**config.mk**
```make
export PLATFORM = sky130hd
export DESIGN_NAME = gpio_irq_ctrl
export DESIGN_NICKNAME = d
export VERILOG_FILES = /design/src/rtl/gpio_irq_pkg.sv /design/src/rtl/gpio_sync.sv /design/src/rtl/gpio_trig_detect.sv /design/src/rtl/gpio_regfile.sv /design/src/rtl/gpio_irq_ctrl.sv
export SDC_FILE = /design/constraint.sdc
export NUM_CORES = 1
export LEC_CHECK = 0
export CORE_MARGIN = 3
export CORE_UTILIZATION = 35
export CTS_BUF_LIST = sky130_fd_sc_hd__clkbuf_16
export CTS_CLUSTER_SIZE = 20
export DETAILED_ROUTE_END_ITERATION = 12
export HOLD_SLACK_MARGIN = 0.03
export SLEW_MARGIN = 25
export SYNTH_ARGS = -nofsm -noshare
export SYNTH_HDL_FRONTEND = slang
export SYNTH_SLANG_ARGS = --single-unit
```
**constraint.sdc**
```tcl
create_clock -name clk -period 1.8 [get_ports clk]
set_input_delay 0.36 -clock clk [delete_from_list [all_inputs] [get_ports clk]]
set_output_delay 0.36 -clock clk [all_outputs]
set_load 0.005 [all_outputs]
```
**src/rtl/gpio_irq_pkg.sv**
```systemverilog
package gpio_irq_pkg;
  localparam int BUS_W = 32;
  localparam int WORD_COUNT = 10;

  typedef enum logic [3:0] {
    IDX_VAL = 4'd0,
    IDX_DIR = 4'd1,
    IDX_IEN = 4'd2,
    IDX_RAW = 4'd3,
    IDX_PND = 4'd4,
    IDX_CLR = 4'd5,
    IDX_EDG = 4'd6,
    IDX_POL = 4'd7,
    IDX_VER = 4'd8,
    IDX_BTH = 4'd9
  } reg_idx_e;
endpackage

```
**src/rtl/gpio_sync.sv**
```systemverilog
module gpio_sync #(
  parameter int W      = 32,
  parameter int STAGES = 2
) (
  input  logic         clk,
  input  logic         rst,
  input  logic [W-1:0] d,
  output logic [W-1:0] q
);
  logic [W-1:0] stg [STAGES];

  always_ff @(posedge clk) begin
    if (rst) begin
      for (int i = 0; i < STAGES; i++) stg[i] <= '0;
    end else begin
      stg[0] <= d;
      for (int i = 1; i < STAGES; i++) stg[i] <= stg[i-1];
    end
  end

  assign q = stg[STAGES-1];
endmodule

```
**src/rtl/gpio_trig_detect.sv**
```systemverilog
module gpio_trig_detect #(
  parameter int W = 32
) (
  input  logic         clk,
  input  logic         rst,
  input  logic [W-1:0] lvl,
  input  logic [W-1:0] edge_sel,
  input  logic [W-1:0] pol,
  input  logic [W-1:0] both,
  input  logic [W-1:0] clr,
  output logic [W-1:0] pending,
  output logic [W-1:0] lvl_d
);
  always_ff @(posedge clk) begin
    if (rst) lvl_d <= '0;
    else     lvl_d <= lvl;
  end

  for (genvar g = 0; g < W; g++) begin : g_pin
    logic rise, fall, hit;

    always_comb begin
      rise = lvl[g] & ~lvl_d[g];
      fall = ~lvl[g] & lvl_d[g];
      if (both[g])          hit = rise | fall;
      else if (edge_sel[g]) hit = pol[g] ? rise : fall;
      else                  hit = (lvl[g] == pol[g]);
    end

    always_ff @(posedge clk) begin
      if (rst)         pending[g] <= 1'b0;
      else if (hit)    pending[g] <= 1'b1;
      else if (clr[g]) pending[g] <= 1'b0;
    end
  end
endmodule

```
**src/rtl/gpio_regfile.sv**
```systemverilog
module gpio_regfile
  import gpio_irq_pkg::*;
#(
  parameter int W       = 32,
  parameter int ADDR_W  = 6,
  parameter int VERSION = 3
) (
  input  logic              clk,
  input  logic              rst,
  input  logic [ADDR_W-1:0] addr,
  input  logic              wr_en,
  input  logic [BUS_W-1:0]  wr_data,
  input  logic              rd_en,
  output logic [BUS_W-1:0]  rd_data,
  input  logic [W-1:0]      lvl,
  input  logic [W-1:0]      pending,
  output logic [W-1:0]      out_q,
  output logic [W-1:0]      dir_q,
  output logic [W-1:0]      ien_q,
  output logic [W-1:0]      edg_q,
  output logic [W-1:0]      pol_q,
  output logic [W-1:0]      bth_q,
  output logic [W-1:0]      clr_mask
);
  localparam int IDX_W = ADDR_W - 2;

  logic [IDX_W-1:0] widx;
  logic             mapped;
  reg_idx_e         idx;
  logic [W-1:0]     wval;
  logic [BUS_W-1:0] rd_next;

  assign widx   = addr[ADDR_W-1:2];
  assign mapped = (widx < IDX_W'(WORD_COUNT));
  assign idx    = reg_idx_e'(widx[3:0]);
  assign wval   = wr_data[W-1:0];

  function automatic logic wr_hit(input reg_idx_e which);
    return wr_en && mapped && (idx == which);
  endfunction

  assign clr_mask = wr_hit(IDX_CLR) ? wval : '0;

  always_ff @(posedge clk) begin
    if (rst) begin
      out_q <= '0;
      dir_q <= '1;
      ien_q <= '0;
      edg_q <= '0;
      pol_q <= '1;
    end else begin
      if (wr_hit(IDX_VAL)) out_q <= wval;
      if (wr_hit(IDX_DIR)) dir_q <= wval;
      if (wr_hit(IDX_IEN)) ien_q <= wval;
      if (wr_hit(IDX_EDG)) edg_q <= wval;
      if (wr_hit(IDX_POL)) pol_q <= wval;
    end
  end

  if (VERSION >= 3) begin : g_both_reg
    always_ff @(posedge clk) begin
      if (rst)                 bth_q <= '0;
      else if (wr_hit(IDX_BTH)) bth_q <= wval;
    end
  end else begin : g_no_both
    assign bth_q = '0;
  end

  always_comb begin
    rd_next = '0;
    if (mapped) begin
      case (idx)
        IDX_VAL: rd_next[W-1:0] = lvl;
        IDX_DIR: rd_next[W-1:0] = dir_q;
        IDX_IEN: rd_next[W-1:0] = ien_q;
        IDX_RAW: rd_next[W-1:0] = pending;
        IDX_PND: rd_next[W-1:0] = pending & ien_q;
        IDX_EDG: rd_next[W-1:0] = edg_q;
        IDX_POL: rd_next[W-1:0] = pol_q;
        IDX_BTH: rd_next[W-1:0] = bth_q;
        IDX_VER: rd_next        = BUS_W'(VERSION);
        default: rd_next        = '0;
      endcase
    end
  end

  always_ff @(posedge clk) begin
    if (rst)        rd_data <= '0;
    else if (rd_en) rd_data <= rd_next;
  end
endmodule

```
**src/rtl/gpio_irq_ctrl.sv**
```systemverilog
module gpio_irq_ctrl
  import gpio_irq_pkg::*;
#(
  parameter int NUM_PINS    = 32,
  parameter int ADDR_W      = 6,
  parameter int SYNC_STAGES = 2,
  parameter int VERSION     = 3
) (
  input  logic                clk,
  input  logic                rst,
  input  logic [ADDR_W-1:0]   addr,
  input  logic                wr_en,
  input  logic [BUS_W-1:0]    wr_data,
  input  logic                rd_en,
  output logic [BUS_W-1:0]    rd_data,
  input  logic [NUM_PINS-1:0] pin_in,
  output logic [NUM_PINS-1:0] pin_out,
  output logic [NUM_PINS-1:0] pin_oe,
  output logic                irq
);
  logic [NUM_PINS-1:0] lvl_s, lvl_d, pend_w, clr_w;
  logic [NUM_PINS-1:0] out_q, dir_q, ien_q, edg_q, pol_q, bth_q;

  gpio_sync #(.W(NUM_PINS), .STAGES(SYNC_STAGES)) sync_i (
    .clk(clk), .rst(rst), .d(pin_in), .q(lvl_s)
  );

  gpio_regfile #(.W(NUM_PINS), .ADDR_W(ADDR_W), .VERSION(VERSION)) regs_i (
    .clk(clk), .rst(rst), .addr(addr), .wr_en(wr_en), .wr_data(wr_data),
    .rd_en(rd_en), .rd_data(rd_data), .lvl(lvl_s), .pending(pend_w),
    .out_q(out_q), .dir_q(dir_q), .ien_q(ien_q), .edg_q(edg_q),
    .pol_q(pol_q), .bth_q(bth_q), .clr_mask(clr_w)
  );

  gpio_trig_detect #(.W(NUM_PINS)) det_i (
    .clk(clk), .rst(rst), .lvl(lvl_s), .edge_sel(edg_q), .pol(pol_q),
    .both(bth_q), .clr(clr_w), .pending(pend_w), .lvl_d(lvl_d)
  );

  assign pin_out = out_q;
  assign pin_oe  = ~dir_q;

  always_ff @(posedge clk) begin
    if (rst) irq <= 1'b0;
    else     irq <= |(pend_w & ien_q);
  end
endmodule

```
==> results.json <==
{
  "synth_nets": 2103,
  "track_usage_pct": 23.05,
  "end_kind": "output pin",
  "crit_buf_inv": 2,
  "synthArstFlopShare_pct": 0,
  "finClkSkew_ps": 19.46,
  "slew_viol_final": 0,
  "grt_pass1_wl_mm": 89.58,
  "slowest_delay_ps": 490,
  "hold_viol_final": 0,
  "synth_area_leaders": "dfxtp_1 (43%), nand2_1 (10%), mux2i_1 (6.6%), a21oi_1 (5.8%), ha_1 (4.9%)",
  "wl_per_cell_um": 20.72,
  "place_ws_ps": -308.9,
  "cts_root_buf": "clkbuf_16",
  "n_fill_cell": 4445,
  "drive_above_1_share_pct": 12.80,
  "final_cell_mix": "nand2_1 (445), dfxtp_1 (307), a21oi_1 (191)",
  "final_cells": 2820,
  "floorplan.initialDensity_pct": 35.89,
  "drtPass1Iterations": 6,
  "syn_area_per_cell_um2": 8.395,
  "crit_required_ps": 1440,
  "tightest_slew_ps": 1007,
  "final_common_cell": "nand2_1",
  "die_width_um": 223.1,
  "worstSetupPathType": "flip-flop to output pin",
  "ios": 171,
  "path_cells": "inv_1, clkdlybuf4s50_1",
  "synth_cell_types": 72,
  "clk_path_buf_depth": 3,
  "outcome": "finished clean",
  "critPathTopFamily": "buffers and inverters",
  "p_leak_nw": 8.948,
  "nNetsFinal": 2327,
  "cp-start-kind": "flip-flop",
  "post-dp-hpwl_mm": 40.70,
  "cts_max_level": 2,
  "synth_top_area_share_pct": 42.84,
  "via_per_inst": 5.329,
  "clkSlewWorstSetupHoldPaths_ps": 60,
  "cellPowerDensity_nw_per_um2": 858.3,
  "cts.sinks": 353,
  "slew_headroom_pct": 32.72,
  "vias": 15030,
  "synth_area_um2": 16500,
  "fin_tns_setup_ps": 0,
  "gp_congestion": 0.9089,
  "synth-seq-cells": 353,
  "area_delta_synth_final_pct": 27.27,
  "ctsHoldBuffers": 0,
  "max_clock_freq_mhz": 564.8,
  "fin_hold_ws_ps": 112.5,
  "overflow": 0,
  "drv_cap": 0,
  "antenna_found_initial": 1,
  "clk_latency_ps": 560,
  "rows": 78,
  "route.detailed.drc": 0,
  "synth_edf_count": 0,
  "worst_ir_drop_vdd_uv": 599.0,
  "cts_tree": "yes",
  "rsz0062_at_grt": "false",
  "synth_area_leader_cell": "dfxtp_1",
  "setup_viol": 0,
  "drt_iter0_markers": 1404,
  "yosysSeqAreaShare_pct": 42.84,
  "cpMaxStageDelayCell": "clkdlybuf4s50_1",
  "synth_flop_cell": "dfxtp_1",
  "cts_made_buffers": 41,
  "portBuffers": 168,
  "die_y_um": 223.1,
  "min_path_type": "input port to flip-flop",
  "period_needed_ps": 1771,
  "finalCritPeriodShare_pct": 98.37,
  "synthCells": 1965,
  "grt_pass1_vias": 14820,
  "path_max_fanout": 3,
  "grt_max_degree": 98,
  "ant_nets": 0,
  "synth_warnings": 0,
  "core_area_um2": 45970,
  "worstPathArrival_ps": 1410,
  "dieArea_um2": 49770,
  "setup_slack_ps": 29.41,
  "routed_wl_mm": 58.43,
  "dp_cells": 2745
}
-- worst reg2reg max path, cell delays in order (launching register included) --
cell and delay, ps:
dfxtp_1 360, a22o_1 240, a221oi_1 310, buf_4 210
nand4_1 90, o31a_1 350
-- worst paths after layout --
kind	slack (ps)	depth (start not counted)	startpoint	end
max	30	2	regs_i.dir_q[10]	pin_oe[10]
min	110	2	rst	det_i.pending[12]
max reg2reg	90	5	regs_i.ien_q[6]	irq
min reg2reg	430	1	sync_i.stg[0][30]	sync_i.stg[0][62]
-- cells by family (layout without fill, tap and decap cells) --
kind of cell	count (synthesis)	in the layout	synth area share [%]
DFF	353	353	42.84
other	0	2	0
xor gates and xnor gates	31	31	1.646
and+or+nand+nor	773	773	22.53
buffers and inverters	238	491	6.349
muxes	118	118	7.350
AOI/OAI and AO/OA	388	388	14.43
adders and majority gates	64	64	4.854
-- synthesized netlist by cell type (all sizes together), types with 7 or more instances --
library cell / n
nand2b: 7
a32oi: 10
mux2: 9
and3: 17
a31oi: 8
mux2i: 108
nor2b: 76
xor2: 31
clkbuf: 72
inv: 99
o211ai: 19
o21ai: 62
a21oi: 191
nand3: 79
or3b: 7
nand2: 445
a221oi: 8
nand3b: 26
nor3b: 13
a22oi: 23
a22o: 21
dfxtp: 353
ha: 64
and3b: 21
buf: 66
nor2: 44
-- registers in the layout (all words and copies together) (netlist names) --
| register | count |
|---|---|
| irq | 1 |
| regs_i.out_q | 32 |
| regs_i.pol_q | 32 |
| det_i.pending | 32 |
| det_i.lvl_d | 32 |
| regs_i.ien_q | 32 |
| regs_i.edg_q | 32 |
| sync_i.stg | 64 |
| regs_i.bth_q | 32 |
| regs_i.rd_data | 32 |
| regs_i.dir_q | 32 |
-- metrics by stage --
| stage | util, % | power [mW] | area (µm²) |
|---|---|---|---|
| finish | 45.67 | 18.02 | 20990 |
| global route | 45.67 | 18.73 | 20990 |
| CTS | 45.57 | 18.22 | 20950 |
| detailed placement | 42.78 | 10.14 | 19660 |
| global placement | 42.78 | 10.11 | 19660 |
| floorplan | - | 9.198 | 16500 |
-- routing by layer --
metal / vias to the layer above / track usage [%] / wire [µm]
li1: 7129 / - / -
met2: 549 / 37.72 / 27050
met4: 0 / 8.080 / 1908
met3: 109 / 3.342 / 3924
met5: - / 0 / 0
met1: 7240 / 31.07 / 25550
-- report_power, final --
group / switching [mW] / internal [mW]
logic: 0.968 / 0.768
registers: 0.212 / 8.03
clock network: 3.34 / 4.70
-- what timing repair did --
action	in CTS	in global routing
setup endpoints to repair	62	18
buffers inserted	1	0
gates resized for setup	103	18
-- final cells by class --
class                      count  area [µm²]  share of cell area (%)
multi-input combinational   1374        8392                   39.97
clock inverter                31       240.2                   1.144
timing repair buffer         319        3063                   14.59
tap                          600       750.7                   3.576
antenna                        2       5.005                 0.02384
inverter                     100       375.4                   1.788
clock buffer                  41        1026                   4.887
sequential                   353        7142                   34.02
No activity file was read; power rests on OpenSTA's default activity.
